`config.mk`:
```
export PLATFORM = sky130hd
export DESIGN_NAME = sar_adc_ctrl
export DESIGN_NICKNAME = d
export VERILOG_FILES = /design/src/rtl/sarc_pkg.sv /design/src/rtl/sarc_seq.sv /design/src/rtl/sarc_sar.sv /design/src/rtl/sarc_out.sv /design/src/rtl/sar_adc_ctrl.sv
export SDC_FILE = /design/constraint.sdc
export NUM_CORES = 1
export LEC_CHECK = 0
export CAP_MARGIN = 20
export CORE_MARGIN = 5
export CORE_UTILIZATION = 52
export DETAILED_ROUTE_END_ITERATION = 6
export PLACE_DENSITY = 0.78
export SYNTH_ARGS = -nofsm -noshare
export SYNTH_HDL_FRONTEND = slang
export SYNTH_HIERARCHICAL = 1
export SYNTH_SLANG_ARGS = --single-unit
```
`constraint.sdc`:
```
create_clock -name clk -period 1.9 [get_ports clk]
set_input_delay 0.285 -clock clk [delete_from_list [all_inputs] [get_ports clk]]
set_output_delay 0.285 -clock clk [all_outputs]
set_load 0.02 [all_outputs]
```
`src/rtl/sarc_pkg.sv`:
```
package sarc_pkg;

    localparam int unsigned SARC_DEF_W = 8;

    typedef enum logic [1:0] {
        ST_READY = 2'd0,
        ST_CONV  = 2'd1,
        ST_DONE  = 2'd2
    } sarc_state_e;

    typedef struct packed {
        logic load;   // accept a new request, place midscale
        logic step;   // one comparison step this cycle
        logic last;   // this step decides bit 0
        logic drop;   // done state and request released
    } sarc_ctrl_t;

    function automatic int unsigned sarc_idx_w(input int unsigned w);
        return (w < 2) ? 1 : $clog2(w);
    endfunction

endpackage

```
`src/rtl/sarc_seq.sv`:
```
module sarc_seq
    import sarc_pkg::*;
#(
    parameter int unsigned W  = SARC_DEF_W,
    parameter int unsigned IW = sarc_idx_w(W)
) (
    input  logic          clk,
    input  logic          rst,
    input  logic          conv_req,
    output sarc_ctrl_t    ctrl,
    output logic [IW-1:0] bit_idx
);

    localparam logic [IW-1:0] TOP_IDX = IW'(W - 1);

    sarc_state_e   st;
    logic          armed;
    logic [IW-1:0] idx;

    always_comb begin
        ctrl.load = (st == ST_READY) && armed && conv_req;
        ctrl.step = (st == ST_CONV);
        ctrl.last = (st == ST_CONV) && (idx == '0);
        ctrl.drop = (st == ST_DONE) && !conv_req;
    end

    assign bit_idx = idx;

    always_ff @(posedge clk) begin
        if (rst) begin
            st    <= ST_READY;
            armed <= 1'b0;
            idx   <= TOP_IDX;
        end else begin
            unique case (st)
                ST_READY: begin
                    if (!conv_req) begin
                        armed <= 1'b1;
                    end else if (armed) begin
                        armed <= 1'b0;
                        idx   <= TOP_IDX;
                        st    <= ST_CONV;
                    end
                end
                ST_CONV: begin
                    if (idx == '0) begin
                        st <= ST_DONE;
                    end else begin
                        idx <= idx - 1'b1;
                    end
                end
                ST_DONE: begin
                    if (!conv_req) begin
                        armed <= 1'b1;
                        st    <= ST_READY;
                    end
                end
                default: st <= ST_READY;
            endcase
        end
    end

endmodule

```
`src/rtl/sarc_sar.sv`:
```
module sarc_sar
    import sarc_pkg::*;
#(
    parameter int unsigned W  = SARC_DEF_W,
    parameter int unsigned IW = sarc_idx_w(W)
) (
    input  logic          clk,
    input  logic          rst,
    input  sarc_ctrl_t    ctrl,
    input  logic [IW-1:0] bit_idx,
    input  logic          cmp_high,
    output logic [W-1:0]  trial,
    output logic [W-1:0]  next_code
);

    localparam logic [W-1:0] MID = {1'b1, {(W-1){1'b0}}};

    function automatic logic [W-1:0] settle_bit(
        input logic [W-1:0]  cur,
        input logic [IW-1:0] k,
        input logic          above
    );
        logic [W-1:0] r;
        r    = cur;
        r[k] = !above;
        if (k != '0) begin
            r[k - 1'b1] = 1'b1;
        end
        return r;
    endfunction

    assign next_code = settle_bit(trial, bit_idx, cmp_high);

    always_ff @(posedge clk) begin
        if (rst) begin
            trial <= '0;
        end else if (ctrl.load) begin
            trial <= MID;
        end else if (ctrl.step) begin
            trial <= next_code;
        end
    end

endmodule

```
`src/rtl/sarc_out.sv`:
```
module sarc_out
    import sarc_pkg::*;
#(
    parameter int unsigned W = SARC_DEF_W
) (
    input  logic         clk,
    input  logic         rst,
    input  sarc_ctrl_t   ctrl,
    input  logic [W-1:0] next_code,
    output logic         done,
    output logic [W-1:0] result
);

    always_ff @(posedge clk) begin
        if (rst) begin
            done   <= 1'b0;
            result <= '0;
        end else if (ctrl.last) begin
            done   <= 1'b1;
            result <= next_code;
        end else if (ctrl.drop) begin
            done   <= 1'b0;
        end
    end

endmodule

```
`src/rtl/sar_adc_ctrl.sv`:
```
module sar_adc_ctrl
    import sarc_pkg::*;
#(
    parameter int unsigned W = SARC_DEF_W
) (
    input  logic         clk,
    input  logic         rst,
    input  logic         conv_req,
    input  logic         cmp_high,
    output logic         done,
    output logic [W-1:0] result,
    output logic [W-1:0] trial_code
);

    localparam int unsigned IW = sarc_idx_w(W);

    sarc_ctrl_t    seq_ctrl;
    logic [IW-1:0] seq_idx;
    logic [W-1:0]  sar_next;

    sarc_seq #(.W(W), .IW(IW)) u_seq (
        .clk      (clk),
        .rst      (rst),
        .conv_req (conv_req),
        .ctrl     (seq_ctrl),
        .bit_idx  (seq_idx)
    );

    sarc_sar #(.W(W), .IW(IW)) u_sar (
        .clk       (clk),
        .rst       (rst),
        .ctrl      (seq_ctrl),
        .bit_idx   (seq_idx),
        .cmp_high  (cmp_high),
        .trial     (trial_code),
        .next_code (sar_next)
    );

    sarc_out #(.W(W)) u_out (
        .clk       (clk),
        .rst       (rst),
        .ctrl      (seq_ctrl),
        .next_code (sar_next),
        .done      (done),
        .result    (result)
    );

endmodule

```
# Word-level counts from Yosys, hierarchy flattened
# Index checks and enable logic that the tools add are counted.
[totals]
reg_bits = 23
word_cells = 61
[op_classes]
addsub = 1
n_lt_le_gt_ge = 4
eq_ne = 7
n_mux = 22
n_bitwise = 1
reduce_logical = 19
[op_table]
columns = ["operator", "n"]
rows = [
  ["8-bit two-way mux", 3],
  ["3-bit two-way mux", 3],
  ["8-bit bitwise mux", 1],
  ["3-bit by 4-bit < comparator with 1-bit output, second input constant", 2],
  ["2-bit two-way mux", 4],
  ["8-bit OR", 1],
  ["4-bit AND reduction", 2],
  ["2-bit nonzero test", 4],
  ["1-bit demux with 3-bit select", 2],
  ["3-bit by 1-bit >= comparator with 1-bit output, second input constant", 2],
  ["1-bit logical AND", 6],
  ["1-bit two-way mux", 6],
  ["2-bit inequality test, second input constant", 3],
  ["2-bit case mux with 3 select lines", 1],
  ["3-bit case mux with 2 select lines", 1],
  ["2-bit by 1-bit inequality test with 1-bit output, second input constant", 2],
  ["3-bit logical NOT", 1],
  ["3-bit nonzero test", 1],
  ["3-bit by 1-bit subtractor with 3-bit output, second input constant", 1],
  ["2-bit by 1-bit equality test with 1-bit output, second input constant", 1],
  ["2-bit equality test, second input constant", 1],
  ["1-bit logical NOT", 2],
  ["2-bit logical NOT", 1],
  ["1-bit case mux with 2 select lines", 1],
  ["other kinds (2)", 2],
]

# Logic depth before layout (Yosys ltp)
# Gate-level depths: netlist of run 1.
[depth]
ltp_word = 9
mapped_depth = 8
depth_no_buf = 7

# Cells and area by module
# The synthesis of run 1 kept the hierarchy.
[by_module_without_submodules]
columns = ["module", "n_inst", "cells_per_inst", "area_each_um2", "seq_area_each_um2"]
rows = [
  ["sarc_sar", 1, 76, 645.6, 160.2],
  ["sarc_seq", 1, 39, 326.6, 120.1],
  ["sarc_out", 1, 30, 321.6, 180.2],
]

# Worst setup path after synthesis of run 1
# No wires, ideal clock.
[synth_path]
kind = "reg-to-reg"
from = "register u_seq.idx[0], in the netlist u_seq/bit_idx[0]"
to = "register u_out.result[5]"
setup_ps = 117
arrival_time_ps = 1473
path_slack_ps = 310
stages_incl_launch_ff = 9
period_less_slack_ps = 1590
path_cell_list = "dfxtp_1 -> buf_4 -> inv_1 -> ha_1 -> nor3b_2 -> o21ai_0 -> nand2_1 -> mux2i_1 -> nor2_1"
[synth_via]
elab_chain_cells = 7
word_cells_on_any_way = 17
cone_classes = "add/sub: 1; order compare: 4; mux: 6; bitwise: 1; reduce/logical: 5"
[synth_rtl]
columns = ["item", "line_no", "source"]
rows = [
  ["from (decl)", "sarc_seq.sv:18", "logic [IW-1:0] idx;"],
  ["from (signal assigned)", "sarc_seq.sv:49", "idx <= idx - 1'b1;"],
  ["3-bit by 1-bit subtractor with 3-bit output (tied with other cells)", "sarc_sar.sv:27", "r[k - 1'b1] = 1'b1;"],
  ["3-bit by 4-bit < comparator with 1-bit output (not written as such) (tied with other cells)", "sarc_sar.sv:27", ""],
  ["1-bit logical AND (not written as such) or 1-bit two-way mux (tied branches)", "sarc_sar.sv:27, sarc_sar.sv:25", ""],
  ["1-bit two-way mux (not written as such) or 1-bit demux with 3-bit select (tied branches)", "-", ""],
  ["1-bit demux with 3-bit select or 8-bit bitwise mux (tied branches)", "-", ""],
  ["8-bit OR (no line)", "-", ""],
  ["8-bit two-way mux *", "sarc_sar.sv:26", "if (k != '0) begin"],
  ["net sar_next[5]", "sar_adc_ctrl.sv:19", "logic [W-1:0] sar_next;"],
  ["to (signal assigned)", "sarc_out.sv:20", "result <= next_code;"],
  ["to (decl)", "sarc_out.sv:11", "output logic [W-1:0] result"],
]
# The timed path passes the listed nets; every way through them passes the cells marked *.
# A chain may end at the register's enable or synchronous reset.

==> flow_summary.toml, run 1 <==
[place]
port_buffers = 20
gp_congestion = 0.899
dp_hpwl_um = 2150
dp.cells = 194

[worst_hold_path]
min_from = "u_seq/armed"
hold_class = "register to register"
hold_depth = 2

[clocking]
cts_root_buf = "clkbuf_4"
postCtsSetupRepairBufs = 0
cts_tree = "done"
cts_buffers = 3
worstSkewPairLatency_ns = 0.32
cts_buffer_depth = 2
cts_max_level = 1
clock_sinks = 23
clkSlewWorstSetupHoldPaths_ns = 0.12

[sta]
tightest_slew_ns = 0.636
slew_headroom = 0.575
fin_crit_ns = 1.71
finalHoldViolations = 0
fin_crit_sh = 0.898
clock_skew_ns = 0.00849
rsz0062_at_grt = "false"
drv_slew = 0
setup_viol = 0
finalSetupTns_ns = 0
fmax_ghz = 0.586

[drt]
drc = 0
wl_um = 2900
wl_per_cell_um = 14.6
viasPerCell = 5.56
ant_nets = 0
dr_total_vias = 1100
drt-initial-drc-count = 33
drt_pass1_iterations = 4

[pwr]
fin_total_pwr_mw = 0.880
p_sw_mw = 0.241
comb_power_share = 0.156
internal_power_mw = 0.639
p_per_area_nw_per_um2 = 567
seqPwrFrac = 0.579
p_clk_frac = 0.265
p_leak_nw = 0.627
p_sw_frac = 0.274
peakVddDrop_uv = 439

[logic_synthesis]
ys_seq_elements = 23
synth_ff_type = "dfxtp_1"
synth.area.top_cells = "dfxtp_1 36%, mux2i_1 12%, o21ai_0 5.4%, nor2_1 4.1%, ha_1 3.9%"
synth.cell_area_um2 = 1290
synth_nets = 153
postSynthAreaPerCell_um2 = 8.92
synth_top_area_cell = "dfxtp_1"
syn_inst = 145
async_flop_share = 0
ys_types = 35
synth_top_area_frac = 0.356
seq_area_frac_synth = 0.356
ys.warnings.count = 6
synth_edf_count = 0

[global_routing]
antenna_found_initial = 0
grt_pass1_vias = 1148
grt_max_degree = 20
grt_pass1_wl_um = 5120
grtUsageTotal = 0.188
overflow = 0

[floorplanning]
fp.coreArea_um2 = 2430
die_y_um = 59.9
die-area_um2 = 3590
fp.dieW_um = 59.9
num_io_pins = 21
row_count = 18
start_util = 0.532

[worst_setup_path]
startpoint = "u_seq/bit_idx[0]"
critPathMaxStageDelay_ns = 0.43
reg2reg_depth = 7
path_max_fanout = 9
cp_slowest_cell = "dfxtp_1"
worstSetupEndpointType = "register"
startpoint_type = "register"
worstPathRequired_ns = 2.12
crit_chain = "inv_1 -> ha_1 -> nor2b_1 -> nand2_1 -> clkinvlp_4 -> mux2i_1 -> nor2_1"
cp.arrival_ns = 1.92
crit_type = "register to register"
reg2reg_from = "u_seq/bit_idx[0]"

[cells_and_area]
layout.cells.non_filler = 198
n_antenna_cell = 0
finalNetCount = 177
final_cell_mix = "22 x dfxtp_1, 20 x clkdlybuf4s50_1, 15 x mux2i_1"
utilization = 0.637
drive_above_1_share = 0.137
synthToLayoutAreaGrowth_pct = 19.8
nFillCells = 200
final_common_cell = "dfxtp_1"

[outcome]
outcome = "completed"

[flow_run]
maxCapViolCount = 0
==> cells in the mapped netlist, types with 2 or more instances <==
master     n
dfxtp_1   23
mux2i_1   15
nor2_1    14
o21ai_0   14
inv_1     10
nand2_1   10
a31oi_1    6
nand3b_1   5
a21oi_1    4
ha_1       4
nor2b_1    4
nor3b_2    4
buf_6      3
nand2b_1   3
a32oi_1    2
nand3_1    2
nor3_1     2
o21ai_1    2
o21bai_1   2
==> power by group through the flow <==
stage          clock (mW)  combinational (mW)  sequential (mW)
3_5_place_dp            0               0.136            0.520
6_report            0.233               0.138            0.509
4_1_cts             0.241               0.137            0.509
3_3_place_gp            0               0.133            0.519
5_1_grt             0.266               0.151            0.513
2_1_floorplan           0              0.0716            0.530
==> timing repair <==
action / in CTS / in global routing
setup endpoints to repair: 0 / 4
hold endpoints to repair: 0 / 0
resized for setup: 0 / 3
hold buffers: 0 / 0
==> metal layers <==
| layer | wire length [um] | global-route usage |
|---|---|---|
| met1 | 1330 | 0.237 |
| met2 | 1420 | 0.316 |
| met3 | 97 | 0.0302 |
| met4 | 49 | 0.0759 |
| met5 | 0 | 0 |
==> cell families after synthesis <==
logic type / after synthesis / synth area share
compound gates: 34 / 0.167
fa+ha+maj: 4 / 0.0387
buf+inv: 17 / 0.0706
flops: 23 / 0.356
mux: 15 / 0.116
simple gates: 52 / 0.251
==> cell type report <==
class	count	area (um2)	area share
sequential	23	462	0.298
clock buffer	4	26.3	0.0169
timing repair buffer	25	238	0.153
inverter	11	45.0	0.0291
multi-input combinational	105	742	0.479
tap	30	37.5	0.0242
==> registers in the layout, summed over array words and instances, names as in the netlist <==
signal / cells
u_seq/st: 2
u_seq/armed: 1
u_sar/trial: 8
u_out/done: 1
u_out/result: 8
u_seq/bit_idx: 3
==> through the flow <==
step	setup slack (ns)	hold WS [ns]	instance area, um2
after detailed placement	0.155	0.471	1520
after floorplan	0.310	0.354	1290
after CTS	0.146	0.490	1550
after global placement	0.243	0.464	1520
after global routing	0.0157	0.521	1550
final	0.195	0.490	1550
==> critical path, delay by kind of cell, from the launching register on <==
kind / cells / cell delay, ns
adders and majority gates: 1 / 0.23
buffers and inverters: 2 / 0.35
DFF: 1 / 0.43
muxes: 1 / 0.20
and+or+nand+nor: 3 / 0.39
==> final timing paths <==
kind	endpoint	slack [ns]
setup / recovery	u_out/result[2]	0.19
hold / removal	u_seq/armed	0.49
setup reg to reg	u_out/result[2]	0.19
hold reg to reg	u_seq/armed	0.49
Note: power is estimated with default switching activity, not from simulation.
==> run 2: changes to the inputs <==
Settings changed: RECOVER_POWER set to 50.
==> run 2 against run 1 <==
  * Clock skew down 0.0030 ns
  * Clock power about the same
  * Clock-buffer cell count did not move
  * Largest cell class unchanged
  * Core utilization down 0.36 points
  * First-iteration DRC count decreased by 18%
  * Sequential power about the same
  * Critical endpoint is now u_out/result[5]
  * Routed wire length rose by 0.83%
  * Combinational power about the same
  * Critical path depth is the same
  * Power hardly changed
  * Worst hold slack is essentially flat
  * Register-to-register slack barely moved
==> flow_summary.toml, run 2 (synthesis results as in run 1) <==
[pwr]
p_sw_mw = 0.241
seqPwrFrac = 0.579
p_clk_frac = 0.266
internal_power_mw = 0.638
p_sw_frac = 0.274
p_leak_nw = 0.657
comb_power_share = 0.155
p_per_area_nw_per_um2 = 571
peakVddDrop_uv = 442

[sta]
finalHoldViolations = 0
clock_skew_ns = 0.00552
finalSetupTns_ns = 0
whs_ns = 0.489
drv_slew = 0
fmax_ghz = 0.588
fin_crit_sh = 0.896
setup_viol = 0
rsz0062_at_grt = "false"
fin_crit_ns = 1.70
tightest_slew_ns = 0.615
slew_headroom = 0.589

[worst_setup_path]
rrSetupSlack_ns = 0.20
startpoint_type = "register"
crit_type = "register to register"
worstSetupEndpointType = "register"
worstPathRequired_ns = 2.13
startpoint = "u_seq/bit_idx[0]"
path_max_fanout = 9
reg2reg_from = "u_seq/bit_idx[0]"
cp.arrival_ns = 1.93

[place]
dp.cells = 194
gp_congestion = 0.899
dp_hpwl_um = 2150
placed_area_um2 = 1520
port_buffers = 20

[floorplanning]
fp.dieW_um = 59.9
num_io_pins = 21
die-area_um2 = 3590
row_count = 18
die_y_um = 59.9
start_util = 0.532
fp.coreArea_um2 = 2430

[clocking]
cts_buffer_depth = 2
cts_tree = "done"
postCtsSetupRepairBufs = 0
cts_buffers = 3
cts_root_buf = "clkbuf_4"
clkSlewWorstSetupHoldPaths_ns = 0.13
clock_sinks = 23
worstSkewPairLatency_ns = 0.32
cts_max_level = 1

[global_routing]
grt_pass1_wl_um = 5120
grt_pass1_vias = 1148
overflow = 0
grt_max_degree = 20
antenna_found_initial = 0
grtUsageTotal = 0.188

[drt]
ant_nets = 0
wl_um = 2920
drt-initial-drc-count = 27
viasPerCell = 5.60
wl_per_cell_um = 14.8
dr_total_vias = 1108
drc = 0
drt_pass1_iterations = 4

[cells_and_area]
stdcell_area_um2 = 1540
final_common_cell = "dfxtp_1"
final_cell_mix = "22 x dfxtp_1, 15 x mux2i_1, 14 x nor2_1, 14 x o21ai_0, 11 x clkdlybuf4s50_1"
seqCellArea_um2 = 462
multi_input_area_um2 = 733
synthToLayoutAreaGrowth_pct = 19.1
nFillCells = 203
n_antenna_cell = 0
finalNetCount = 177
drive_above_1_share = 0.125
layout.cells.non_filler = 198

[worst_hold_path]
min_from = "u_seq/armed"
hold_class = "register to register"

[flow_run]
maxCapViolCount = 0

[outcome]
outcome = "completed"
-- run 2: cell types whose count changed in the layout (fill, tap and decap cells not counted), sizes merged --
cell,change
clkdlybuf4s50,-9
dlygate4sd3,+9
-- run 2: layer usage --
metal / share of wire / GRT usage
met2: 0.49 / 0.316
met5: 0 / 0
met1: 0.46 / 0.237
met4: 0.017 / 0.0759
met3: 0.035 / 0.0302
-- run 2: area by class of cell --
type / instances / share of cell area
multi-input cells: 105 / 0.476
flip-flops and latches: 23 / 0.300
repair buffers: 25 / 0.154
inverters: 11 / 0.0292
well taps: 30 / 0.0244
clock buffers: 4 / 0.0170
-- run 2: power by group through the flow --
stage / clock network (mW) / registers, mW / logic [mW]
after floorplan: 0 / 0.530 / 0.0716
after global placement: 0 / 0.519 / 0.133
after detailed placement: 0 / 0.520 / 0.136
after CTS: 0.241 / 0.509 / 0.137
after global routing: 0.266 / 0.513 / 0.150
final: 0.234 / 0.509 / 0.137
-- run 2: path summary, 6_finish.rpt --
| kind | to | cells past startpoint |
|---|---|---|
| max | u_out/result[5] | 7 |
| min | u_seq/armed | 2 |
| min reg2reg | u_seq/armed | 2 |
| max reg2reg | u_out/result[5] | 7 |
-- run 2: through the flow --
step / setup slack [ns] / power [mW] / utilization
after floorplan: 0.310 / 0.602 / -
after global placement: 0.243 / 0.652 / 0.624
after detailed placement: 0.155 / 0.656 / 0.624
after CTS: 0.146 / 0.887 / 0.635
after global routing: 0.0170 / 0.929 / 0.634
final: 0.198 / 0.880 / 0.634
-- run 2: worst max-delay path, stage by stage, from the launching register on --
cell	delay [ns]
dfxtp_1	0.43
inv_1	0.10
ha_1	0.23
nor2b_1	0.16
nand2_1	0.17
clkinvlp_4	0.24
mux2i_1	0.22
nor2_1	0.05
-- run 2: repair_timing --
| item | 4_1_cts | 5_1_grt |
|---|---|---|
| endpoints found under the hold margin | 0 | 0 |
| gates resized for setup | 0 | 3 |
| setup endpoints to repair | 0 | 4 |
| hold buffers | 0 | 0 |
